## src/rtl/reorder_buf_pkg.sv

```systemverilog
package reorder_buf_pkg;
  // Per-cycle completion flags for the three ports
  typedef struct packed {
    logic alloc;
    logic upd;
    logic rem;
  } rb_fire_t;
endpackage

```

## src/rtl/reorder_buf_ctrl.sv

```systemverilog
module reorder_buf_ctrl
  import reorder_buf_pkg::*;
#(
  parameter int DEPTH = 8,
  localparam int IW = $clog2(DEPTH),
  localparam int CW = IW + 1
) (
  input  logic          clk,
  input  logic          rst,
  input  logic          alloc_en,
  input  logic          upd_en,
  input  logic          rem_en,
  input  logic          head_done,
  output logic          alloc_rdy,
  output logic          upd_rdy,
  output logic          rem_rdy,
  output rb_fire_t      fire,
  output logic [IW-1:0] head,
  output logic [IW-1:0] tail
);
  logic [IW-1:0] head_q, tail_q;
  logic [CW-1:0] occ_q;
  logic          full;

  assign full      = (occ_q == CW'(DEPTH));
  assign rem_rdy   = head_done;
  assign upd_rdy   = (occ_q != '0);
  assign fire.rem  = rem_en & head_done;
  // remove happens before allocate inside a cycle
  assign alloc_rdy = ~full | fire.rem;
  assign fire.alloc = alloc_en & alloc_rdy;
  assign fire.upd  = upd_en & upd_rdy;

  always_ff @(posedge clk) begin
    if (rst) begin
      head_q <= '0;
      tail_q <= '0;
      occ_q  <= '0;
    end else begin
      if (fire.alloc) tail_q <= tail_q + IW'(1);
      if (fire.rem)   head_q <= head_q + IW'(1);
      case ({fire.alloc, fire.rem})
        2'b10:   occ_q <= occ_q + CW'(1);
        2'b01:   occ_q <= occ_q - CW'(1);
        default: occ_q <= occ_q;
      endcase
    end
  end

  assign head = head_q;
  assign tail = tail_q;
endmodule

```

## src/rtl/reorder_buf_store.sv

```systemverilog
module reorder_buf_store
  import reorder_buf_pkg::*;
#(
  parameter int DEPTH = 8,
  parameter int DW = 16,
  localparam int IW = $clog2(DEPTH)
) (
  input  logic          clk,
  input  logic          rst,
  input  rb_fire_t      fire,
  input  logic [IW-1:0] head,
  input  logic [IW-1:0] tail,
  input  logic [IW-1:0] upd_idx,
  input  logic [DW-1:0] upd_data,
  output logic          head_done,
  output logic [DW-1:0] rem_data
);
  logic [DEPTH-1:0] vld_q, done_q;
  logic [DW-1:0]    data_q [DEPTH];
  logic [DEPTH-1:0] sel_alloc, sel_rem, sel_upd;
  logic             upd_hit;

  // an update lands only on an occupied slot
  assign upd_hit = fire.upd & vld_q[upd_idx];

  for (genvar i = 0; i < DEPTH; i++) begin : g_sel
    assign sel_alloc[i] = fire.alloc & (tail == IW'(i));
    assign sel_rem[i]   = fire.rem & (head == IW'(i));
    assign sel_upd[i]   = upd_hit & (upd_idx == IW'(i));
  end

  always_ff @(posedge clk) begin
    if (rst) begin
      vld_q  <= '0;
      done_q <= '0;
    end else begin
      for (int i = 0; i < DEPTH; i++) begin
        if (sel_alloc[i]) begin
          vld_q[i]  <= 1'b1;
          done_q[i] <= 1'b0;
        end else if (sel_rem[i]) begin
          vld_q[i]  <= 1'b0;
          done_q[i] <= 1'b0;
        end else if (sel_upd[i]) begin
          done_q[i] <= 1'b1;
        end
      end
    end
  end

  always_ff @(posedge clk) begin
    for (int i = 0; i < DEPTH; i++) begin
      if (sel_upd[i]) data_q[i] <= upd_data;
    end
  end

  assign head_done = vld_q[head] & done_q[head];
  // update precedes remove: forward a same-cycle write to the oldest slot
  assign rem_data  = (upd_hit && upd_idx == head) ? upd_data : data_q[head];
endmodule

```

## src/rtl/reorder_buf.sv

```systemverilog
module reorder_buf
  import reorder_buf_pkg::*;
#(
  parameter int DEPTH = 8,
  parameter int DW = 16,
  localparam int IW = $clog2(DEPTH)
) (
  input  logic          clk,
  input  logic          rst,
  input  logic          alloc_en,
  output logic          alloc_rdy,
  output logic [IW-1:0] alloc_idx,
  input  logic          upd_en,
  output logic          upd_rdy,
  input  logic [IW-1:0] upd_idx,
  input  logic [DW-1:0] upd_data,
  input  logic          rem_en,
  output logic          rem_rdy,
  output logic [IW-1:0] rem_idx,
  output logic [DW-1:0] rem_data
);
  rb_fire_t      fire;
  logic [IW-1:0] head, tail;
  logic          head_done;

  reorder_buf_ctrl #(.DEPTH(DEPTH)) u_ctrl (
    .clk(clk), .rst(rst),
    .alloc_en(alloc_en), .upd_en(upd_en), .rem_en(rem_en),
    .head_done(head_done),
    .alloc_rdy(alloc_rdy), .upd_rdy(upd_rdy), .rem_rdy(rem_rdy),
    .fire(fire), .head(head), .tail(tail)
  );

  reorder_buf_store #(.DEPTH(DEPTH), .DW(DW)) u_store (
    .clk(clk), .rst(rst), .fire(fire),
    .head(head), .tail(tail),
    .upd_idx(upd_idx), .upd_data(upd_data),
    .head_done(head_done), .rem_data(rem_data)
  );

  assign alloc_idx = tail;
  assign rem_idx   = head;
endmodule

```

## config.mk

```make
export PLATFORM = sky130hd
export DESIGN_NAME = reorder_buf
export DESIGN_NICKNAME = d
export VERILOG_FILES = /design/src/rtl/reorder_buf_pkg.sv /design/src/rtl/reorder_buf_ctrl.sv /design/src/rtl/reorder_buf_store.sv /design/src/rtl/reorder_buf.sv
export SDC_FILE = /design/constraint.sdc
export NUM_CORES = 1
export LEC_CHECK = 0
export ABC_AREA = 0
export BUFFER_PORTS_ARGS = -buffer_cell sky130_fd_sc_hd__clkbuf_2
export CORE_MARGIN = 10
export CORE_UTILIZATION = 54
export CTS_CLUSTER_DIAMETER = 120
export CTS_CLUSTER_SIZE = 10
export DETAILED_ROUTE_END_ITERATION = 10
export PLACE_DENSITY = 0.76
export SLEW_MARGIN = 20
export SYNTH_ARGS = -nofsm -noshare
export SYNTH_HDL_FRONTEND = slang
export SYNTH_SLANG_ARGS = --single-unit
```

## constraint.sdc

```tcl
create_clock -name clk -period 2.5 [get_ports clk]
set_input_delay 0.5 -clock clk [delete_from_list [all_inputs] [get_ports clk]]
set_output_delay 0.5 -clock clk [all_outputs]
set_load 0.01 [all_outputs]
```

[Word-level counts from Yosys, hierarchy flattened]
Memory sizes are Yosys's and may differ from the RTL's. A register that Yosys moved wholly into a read port is not among the register bits.
Index checks and enable logic that the tools add are counted.
Operators by class
  shifts and indexed selects: 0
  bitwise logic cells: 31
  $mul: 0
  div/mod/pow operators: 0
  mux-type cells: 63
  equal/unequal tests: 25
  add/sub/neg operators: 4
  $lt $le $gt $ge: 2
  reduce and logical (&&, ||, !) cells: 29
Operators with widths (number)
  $mux 16: 8
  $reduce_or 16->1: 7
  $mux 1: 42
  $eq 3x3->1 const B: 12
  $and 1x1->1: 29
  $mux 3: 9
  $reduce_or 3->1: 8
  $eq 3x2->1 const B: 6
  $reduce_bool 2->1: 9
  $bmux 1 s3: 3
  $eq 3x1->1 const B: 3
  $logic_not 3->1: 3
  $lt 3x4->1 const B: 2
  $pmux 4 s2: 1
  $add 3x1->3 const B: 2
  $add 4x1->4 const B: 1
  $eq 4x4->1 const B: 1
  $reduce_bool 4->1: 1
  $sub 4x1->4 const B: 1
  $eq 3x3->1: 1
  $eq 2x1->1 const B: 1
  $eq 2x2->1 const B: 1
  $logic_and 1x1->1: 1
  $not 1->1: 1
  $or 1x1->1: 1
Storage, ports and cells
  register bits after elaboration: 26
  bits in read-only memories: 0
  memories: 1
  output and inout port bits: 25
  memory bits (writable): 128
  input port bits: 24
  logic and storage cells: 174
  latch bits: 0
Memory list
  u_store.data_q: words 8, bits a word 16, rd ports 1, clocked after memory_dff 1, write ports 1, RTL line reorder_buf_store.sv:19  | logic [DW-1:0] data_q [DEPTH];

[Logic depth before layout (Yosys ltp)]
Gate-level depths: netlist (run 1).
  depth after elaboration: 14
  mapped depth: 12
  mapped depth without buffers: 12

[By module]
A second synthesis (run 1) with hierarchy kept.
Unflattened totals
  cells, all modules: 383
  area, all modules: 6576.3 µm²
By module, submodules not included
  reorder_buf_store: sequential area each 4164.0 µm², instances 1, cells an instance 318, area an instance 5963.2 µm²
  reorder_buf_ctrl: sequential area each 200.2 µm², instances 1, cells an instance 65, area an instance 613.1 µm²

[Least setup slack after synthesis (run 1)]
No wires, ideal clock.
  kind: register to register
  start point: reg u_ctrl.head_q[1] (netlist: u_ctrl.head[1])
  end point: reg u_ctrl.occ_q[2]
  arrival: 2.733 ns
  required time: 2.429 ns
  period minus slack after synthesis: 2.804 ns
  library setup time: 0.071 ns
  path slack: -0.304 ns
  path buffers: 0
  stages on the path, launching flop included: 13
  cells stage by stage: dfxtp_1 -> inv_2 -> mux4_2 -> o22ai_2 -> o21a_2 -> inv_2 -> ha_1 -> xor2_1 -> ha_1 -> a21oi_1 -> xor2_1 -> or3_1 -> a21oi_1
Between the ends
  cells in the longest elaborated chain, start to end: 8
  elaborated cells between the ends (all ways): 12
  those cells by class: eq/ne: 2; mux: 5; bitwise: 4; reduce/logical: 1
Ends and longest elaborated chain
  start, declared: RTL line reorder_buf_ctrl.sv:21  | logic [IW-1:0] head_q, tail_q;
  start signal, assigned: RTL line reorder_buf_ctrl.sv:41  | if (fire.rem) head_q <= head_q + IW'(1);
  $bmux 1 s3: RTL line reorder_buf_store.sv:57  | assign head_done = vld_q[head] & done_q[head];
  $mux 1 (not written as such): RTL line reorder_buf_store.sv:57
  $and 1x1->1 *: RTL line reorder_buf_store.sv:57
  $and 1x1->1 *: RTL line reorder_buf_ctrl.sv:28  | assign fire.rem = rem_en & head_done;
  $or 1x1->1: RTL line reorder_buf_ctrl.sv:30  | assign alloc_rdy = ~full | fire.rem;
  $and 1x1->1: RTL line reorder_buf_ctrl.sv:31  | assign fire.alloc = alloc_en & alloc_rdy;
  $eq 2x1->1 or $eq 2x2->1 (tied branches): RTL line reorder_buf_ctrl.sv:42  | case ({fire.alloc, fire.rem})
  $pmux 4 s2 or $reduce_bool 2->1 (tied branches)
  end signal, assigned: RTL line reorder_buf_ctrl.sv:43  | 2'b10: occ_q <= occ_q + CW'(1);
  end signal, assigned: RTL line reorder_buf_ctrl.sv:44  | 2'b01: occ_q <= occ_q - CW'(1);
  end signal, assigned: RTL line reorder_buf_ctrl.sv:45  | default: occ_q <= occ_q;
  end, declared: RTL line reorder_buf_ctrl.sv:22  | logic [CW-1:0] occ_q;
Every way passes the cells marked *; elsewhere a longest branch is shown, timed or not. The select of a mux whose other input is x is not followed.
A chain may end at the register's enable or synchronous reset.

[Final worst setup path (run 1)]
  start point: reg u_store.vld_q[7]
  end point: out rem_data[2]
Between the ends
  cells in the longest elaborated chain, start to end: 5
Ends and longest elaborated chain
  start, declared: RTL line reorder_buf_store.sv:18  | logic [DEPTH-1:0] vld_q, done_q;
  start signal, assigned: RTL line reorder_buf_store.sv:34  | vld_q <= '0;
  start signal, assigned by index: RTL line reorder_buf_store.sv:39  | vld_q[i] <= 1'b1;
  start signal, assigned by index: RTL line reorder_buf_store.sv:42  | vld_q[i] <= 1'b0;
  $bmux 1 s3: RTL line reorder_buf_store.sv:24  | assign upd_hit = fire.upd & vld_q[upd_idx];
  $mux 1 (not written as such): RTL line reorder_buf_store.sv:24
  $and 1x1->1: RTL line reorder_buf_store.sv:24
  $logic_and 1x1->1: RTL line reorder_buf_store.sv:59  | assign rem_data = (upd_hit && upd_idx == head) ? upd_data : data_q[head];
  $mux 16: RTL line reorder_buf_store.sv:59
  end, declared: RTL line reorder_buf.sv:20  | output logic [DW-1:0] rem_data
Every way passes these cells. The select of a mux whose other input is x is not followed.

==> impl_metrics.py, run 1 <==
metrics = {
    "status": {
        "run_status": "complete, but fails checks",
        "violations": "negative setup slack",
    },
    "synthesis": {
        "synth_cells": 372,
        "yosys_most_used_dff": "edfxtp_1",
        "yosysSeqAreaShare_pct": 66.0,
        "async_flop_share_pct": 0,
        "ys_ff_latch": 157,
        "synth_top_family_by_area": "multiplexers",
        "synth_cell_types": 50,
        "synth-adder-area-share_pct": 2.80,
        "synth_enable_flop_cells": 128,
        "synth.area.top_cells": "edfxtp_1, mux4_2, dfxtp_1, mux2_2, ha_1",
        "yosysTopAreaCell": "edfxtp_1",
        "synthTopCellsByCount": "edfxtp_1, mux4_2, dfxtp_1",
        "synthMuxAreaShare_pct": 18.7,
        "yosysWarnings": 0,
        "synth_most_common_cell": "edfxtp_1",
        "synth-xor-area-share_pct": 0.784,
        "synth.avg_cell_area_um2": 18.0,
        "synth_fp_nets": 411,
        "synth.cell_area_mm2": 0.00670,
        "synthDominantCellAreaShare_pct": 57.4,
        "synthSimpleGateAreaFrac_pct": 4.13,
        "synth_compound_area_share_pct": 5.56,
    },
    "clock_tree": {
        "cts_max_path_buffers": 2,
        "cts_tree": "done",
        "cts.reportedPaths.clkPinSlew_ns": 0.06,
        "cts_hold_buffers": 0,
        "cts_buffers": 17,
        "clk-insertion-delay-late_ns": 0.43,
        "cts_num_sinks": 157,
        "h-tree-depth": 4,
        "cts_root_buf": "clkbuf_16",
    },
    "sta": {
        "fmax_ghz": 0.348,
        "grt_setup_unrepaired": "yes",
        "drv_slew": 0,
        "setup_slack_ns": -0.370,
        "worst_pin_slew_ns": 0.473,
        "post-route-min-period_ns": 2.87,
        "slew_headroom_pct": 68.5,
        "setup_violations": 19,
        "fin_skew_ns": 0.0107,
        "post-route-period-util_pct": 115,
        "finalHoldViolCount": 0,
    },
    "routing": {
        "drtIter0Drc": 303,
        "wl_met2_um": 6890,
        "top_layer": "met4",
        "ant_nets": 0,
        "drt_wl_total_um": 13900,
        "drc": 0,
        "met1_length_um": 6120,
        "wire_per_inst_um": 21.3,
        "dr.pass1.iters": 4,
        "vias": 3742,
        "vias_per_cell": 5.73,
        "wl_met3_um": 704,
    },
    "power": {
        "power_uw": 5590,
        "swShare_pct": 19.9,
        "cellPowerDensity_mw_per_mm2": 674,
        "power_leakage_uw": 0.00290,
        "pwr-share-clk_pct": 45.4,
        "p_seq_share_pct": 51.1,
        "ir_drop_mv": 0.369,
        "switchingPower_uw": 1110,
        "p_int_uw": 4480,
        "comb_power_share_pct": 3.5,
    },
    "cells_and_area": {
        "fin_nets": 512,
        "drive_gt1_share_pct": 46.0,
        "design_area_mm2": 0.00830,
        "nFillCells": 796,
        "synthToLayoutAreaGrowth_pct": 23.8,
        "diodes": 0,
    },
    "floorplanning": {
        "die_w_um": 131,
        "initial_core_util_pct": 55.5,
        "fp.coreArea_mm2": 0.0121,
        "io_pins": 49,
        "die_y_um": 131,
        "num_rows": 40,
        "dieArea_mm2": 0.0173,
    },
    "placed_design": {
        "portBuffers": 48,
        "dp_hpwl_um": 9180,
        "dpl_cell_area_mm2": 0.00759,
        "dp_slack_ns": -0.187,
        "gp_congestion": 0.872,
    },
    "critical_path": {
        "critPathLaunchType": "flop",
        "end_kind": "output pin",
        "worstPathRequired_ns": 2.00,
        "ff2ff_path_depth": 12,
        "worstPathArrival_ns": 2.37,
        "critical_path_class": "reg -> out",
        "cp_max_fo": 6,
    },
    "global_routing": {
        "grt_pass1_wl_um": 22200,
        "grt_usage_pct": 16.7,
        "grt-ovfl-total": 0,
        "grt_max_degree": 25,
        "antenna_found_initial": 0,
        "grt_pass1_vias": 3924,
    },
    "worst_hold_path": {
        "hold_path_class": "in -> reg",
        "holdPathStages": 1,
    },
    "flow_run": {
        "cap_violations": 0,
    },
}
placed cells by master (no fill, tap or decap), types with 5 or more instances in the layout:
cell type and n:
clkbuf_16 17, edfxtp_1 128, nor2_1 14, mux2_2 22, clkbuf_2 43, a21oi_1 9
inv_1 10, dfxtp_1 22, nand2_1 18, xor2_1 5, buf_6 11, o221a_1 6
mux2_4 11, buf_12 10, buf_4 32, dfxtp_2 6, ha_1 13, mux4_2 36
power by group through the flow:
stage | Sequential [uW] | Clock, uW | Combinational (uW)
6_report | 2860 | 2540 | 196
5_1_grt | 2860 | 2710 | 216
4_1_cts | 2860 | 2580 | 196
3_5_place_dp | 2910 | 0 | 191
3_3_place_gp | 2910 | 0 | 182
2_1_floorplan | 2910 | 0 | 93.5
repair_timing:
action,CTS,global route
setup buffers,5,1
endpoints found under the setup margin,19,20
pin swaps,7,1
hold endpoints to repair,0,0
resized for setup,16,12
per-layer routing:
layer / track usage (%) / up-vias
li1: - / 1692
met1: 21.6 / 1925
met2: 26.0 / 108
met3: 5.37 / 17
met4: 5.93 / 0
met5: 0 / -
state kept, by name, summed over array words and instances, names as in the netlist, named ones only:
name,count
u_ctrl.head,3
u_store.vld_q,8
u_store.done_q,8
u_store.data_q,128
u_ctrl.occ_q,4
u_ctrl.tail,3
critical path, stage by stage (launching register included):
cell	delay, ns
dfxtp_2	0.32
buf_6	0.11
mux4_2	0.47
and3_4	0.19
a31oi_4	0.16
nor4_4	0.07
buf_6	0.17
mux2_4	0.31
buf_8	0.12
kinds of logic after synthesis:
| kind of cell | count (synthesis) |
|---|---|
| xor gates and xnor gates | 6 |
| buffers and inverters | 29 |
| muxes | 72 |
| and+or+nand+nor | 51 |
| AOI/OAI and AO/OA | 42 |
| adders and majority gates | 15 |
| DFF | 157 |
stage by stage:
| step | util (%) | TNS [ns] | hold WS, ns | instances |
|---|---|---|---|---|
| final | 68.8 | -5.95 | 0.373 | 653 |
| after global routing | 68.8 | -7.28 | 0.368 | 653 |
| after CTS | 68.5 | -6.43 | 0.354 | 653 |
| after detailed placement | 62.9 | -3.04 | 0.507 | 617 |
| after global placement | 62.9 | -2.68 | 0.494 | 617 |
| after floorplan | - | -8.48 | 0.448 | 372 |
path summary, 6_finish.rpt:
path                                               to              start  slack, ns
worst min-delay path            u_store.data_q[2][15]       upd_data[15]       0.37
worst max-delay path                      rem_data[2]   u_store.vld_q[7]      -0.37
worst max register to register        u_ctrl.occ_q[2]     u_ctrl.head[1]      -0.16
worst min register to register      u_store.done_q[7]  u_store.done_q[7]       0.51
cell type report:
class | instances | area [um2] | area share (%)
clock inverters | 12 | 146 | 1.76
flip-flops and latches | 157 | 4440 | 53.5
multi-input cells | 186 | 2210 | 26.6
well taps | 168 | 210 | 2.53
clock buffers | 19 | 433 | 5.22
inverters | 13 | 53.8 | 0.648
repair buffers | 98 | 810 | 9.76
Power figures use the tool's default switching activity.
==> run 2, diff against run 1 <==
- MAX_ROUTING_LAYER: default -> met4
==> impl_metrics.py, run 2 (synthesized netlist as in run 1, its figures left out) <==
metrics = {
    "status": {
        "run_status": "complete, but fails checks",
        "violations": "negative setup slack",
    },
    "floorplanning": {
        "num_rows": 40,
        "initial_core_util_pct": 55.5,
        "dieArea_mm2": 0.0173,
        "die_y_um": 131,
        "fp.coreArea_mm2": 0.0121,
        "io_pins": 49,
        "die_w_um": 131,
    },
    "clock_tree": {
        "cts.reportedPaths.clkPinSlew_ns": 0.06,
        "cts_hold_buffers": 0,
        "cts_tree": "done",
        "cts_root_buf": "clkbuf_16",
        "h-tree-depth": 4,
        "cts_num_sinks": 157,
        "clk-insertion-delay-late_ns": 0.42,
        "cts_max_path_buffers": 2,
        "cts_buffers": 17,
    },
    "cells_and_area": {
        "largest_register_ff_count": 128,
        "largest-register": "u_store.data_q",
        "layout_common_cells": "edfxtp_1, clkbuf_2, mux4_2",
        "synthToLayoutAreaGrowth_pct": 23.2,
        "reg_top3": "u_store.data_q: 128 flops, u_store.done_q: 8 flops, u_store.vld_q: 8 flops",
        "final_common_cell": "edfxtp_1",
        "nFillCells": 813,
        "diodes": 0,
        "final-instance-count-excl-fill": 656,
        "drive_gt1_share_pct": 46.7,
        "fin_nets": 514,
    },
    "power": {
        "ir_drop_mv": 0.335,
        "power_leakage_uw": 0.00288,
        "cellPowerDensity_mw_per_mm2": 639,
    },
    "sta": {
        "worst_pin_slew_ns": 0.489,
        "finalHoldViolCount": 0,
        "post-route-min-period_ns": 2.87,
        "fin_skew_ns": 0.00459,
        "setup_violations": 18,
        "drv_slew": 0,
        "post-route-period-util_pct": 115,
        "grt_setup_unrepaired": "yes",
        "hold_slack_ns": 0.377,
        "slew_headroom_pct": 67.4,
        "setup_slack_ns": -0.365,
        "fmax_ghz": 0.349,
    },
    "routing": {
        "drt_wl_total_um": 14000,
        "ant_nets": 0,
        "vias_per_cell": 5.68,
        "wire_per_inst_um": 21.3,
        "drtIter0Drc": 282,
        "drc": 0,
        "vias": 3727,
        "dr.pass1.iters": 4,
    },
    "critical_path": {
        "end_kind": "output pin",
        "critical_path_class": "reg -> out",
        "worstPathArrival_ns": 2.37,
        "worstPathRequired_ns": 2.00,
        "critPathLaunchType": "flop",
        "cp-startpoint": "u_store.vld_q[7]",
        "r2r-start": "u_ctrl.head[1]",
        "cp_max_fo": 6,
    },
    "placed_design": {
        "gp_congestion": 0.885,
        "place_inst": 615,
        "portBuffers": 48,
        "dp_hpwl_um": 9190,
    },
    "global_routing": {
        "grt_max_degree": 25,
        "grt_usage_pct": 17.2,
        "grt-ovfl-total": 0,
        "grt_pass1_wl_um": 22400,
        "grt_pass1_vias": 4003,
        "antenna_found_initial": 0,
    },
    "worst_hold_path": {
        "hold_path_class": "in -> reg",
        "hold_start": "upd_data[14]",
    },
    "flow_run": {
        "cap_violations": 0,
    },
}
[run 2: cell types whose count changed in the layout (fill, tap and decap cells not counted), sizes merged]
cell / before / now
clkinvlp: 1 / 2
clkbuf: 62 / 64
clkinv: 7 / 9
inv: 14 / 15
bufinv: 3 / 0
[run 2: metal layers]
metal | routed length [um] | vias to the layer above | GRT usage, %
met2 | 6850 | 119 | 26.4
li1 | - | 1702 | -
met3 | 745 | 19 | 3.93
met1 | 6160 | 1887 | 21.5
met5 | 0 | - | -
met4 | 235 | 0 | 7.42
[run 2: final cells by class]
cell class / count / area [um2] / share of cell area, %
sequential: 157 / 4440 / 53.7
timing repair buffer: 100 / 816 / 9.88
tap: 168 / 210 / 2.55
inverter: 13 / 53.8 / 0.652
multi-input combinational: 186 / 2230 / 27.1
clock buffer: 19 / 433 / 5.24
clock inverter: 13 / 73.8 / 0.894
[run 2: worst max-delay path: stages (launching register included)]
cell     delay [ns]
dfxtp_2        0.33
buf_6          0.11
mux4_2         0.47
and3_4         0.19
a31oi_4        0.16
nor4_4         0.07
buf_6          0.17
mux2_4         0.31
buf_8          0.12
[run 2: power by group]
part / internal (uW) / total, uW / switching, uW
clock network: 1250 / 2220 / 969
registers: 2840 / 2860 / 17.7
logic: 85.2 / 200 / 114
[run 2: metrics by stage]
stage | total power, uW | setup WS [ns] | cell area [um2] | setup TNS (ns) | utilization [%]
6_report | 5270 | -0.365 | 8260 | -5.67 | 68.4
5_1_grt | 5450 | -0.426 | 8260 | -7.06 | 68.4
4_1_cts | 5300 | -0.379 | 8190 | -5.91 | 67.9
3_5_place_dp | 3100 | -0.220 | 7570 | -3.49 | 62.8
3_3_place_gp | 3090 | -0.176 | 7570 | -2.83 | 62.8
2_1_floorplan | 3000 | -0.217 | 6740 | -8.48 | -
[run 2: worst paths after layout]
| path | depth (start not counted) | slack, ns | to |
|---|---|---|---|
| setup reg to reg | 12 | -0.09 | u_ctrl.occ_q[2] |
| setup / recovery | 8 | -0.37 | rem_data[4] |
| hold / removal | 1 | 0.38 | u_store.data_q[4][14] |
| hold reg to reg | 2 | 0.51 | u_store.done_q[7] |
[run 2: timing repair]
| item | 4_1_cts | 5_1_grt |
|---|---|---|
| gates resized for setup | 18 | 11 |
| setup endpoints to repair | 19 | 19 |
| buffers inserted | 6 | 3 |
| cloned | 0 | 0 |
| pin swaps | 8 | 6 |
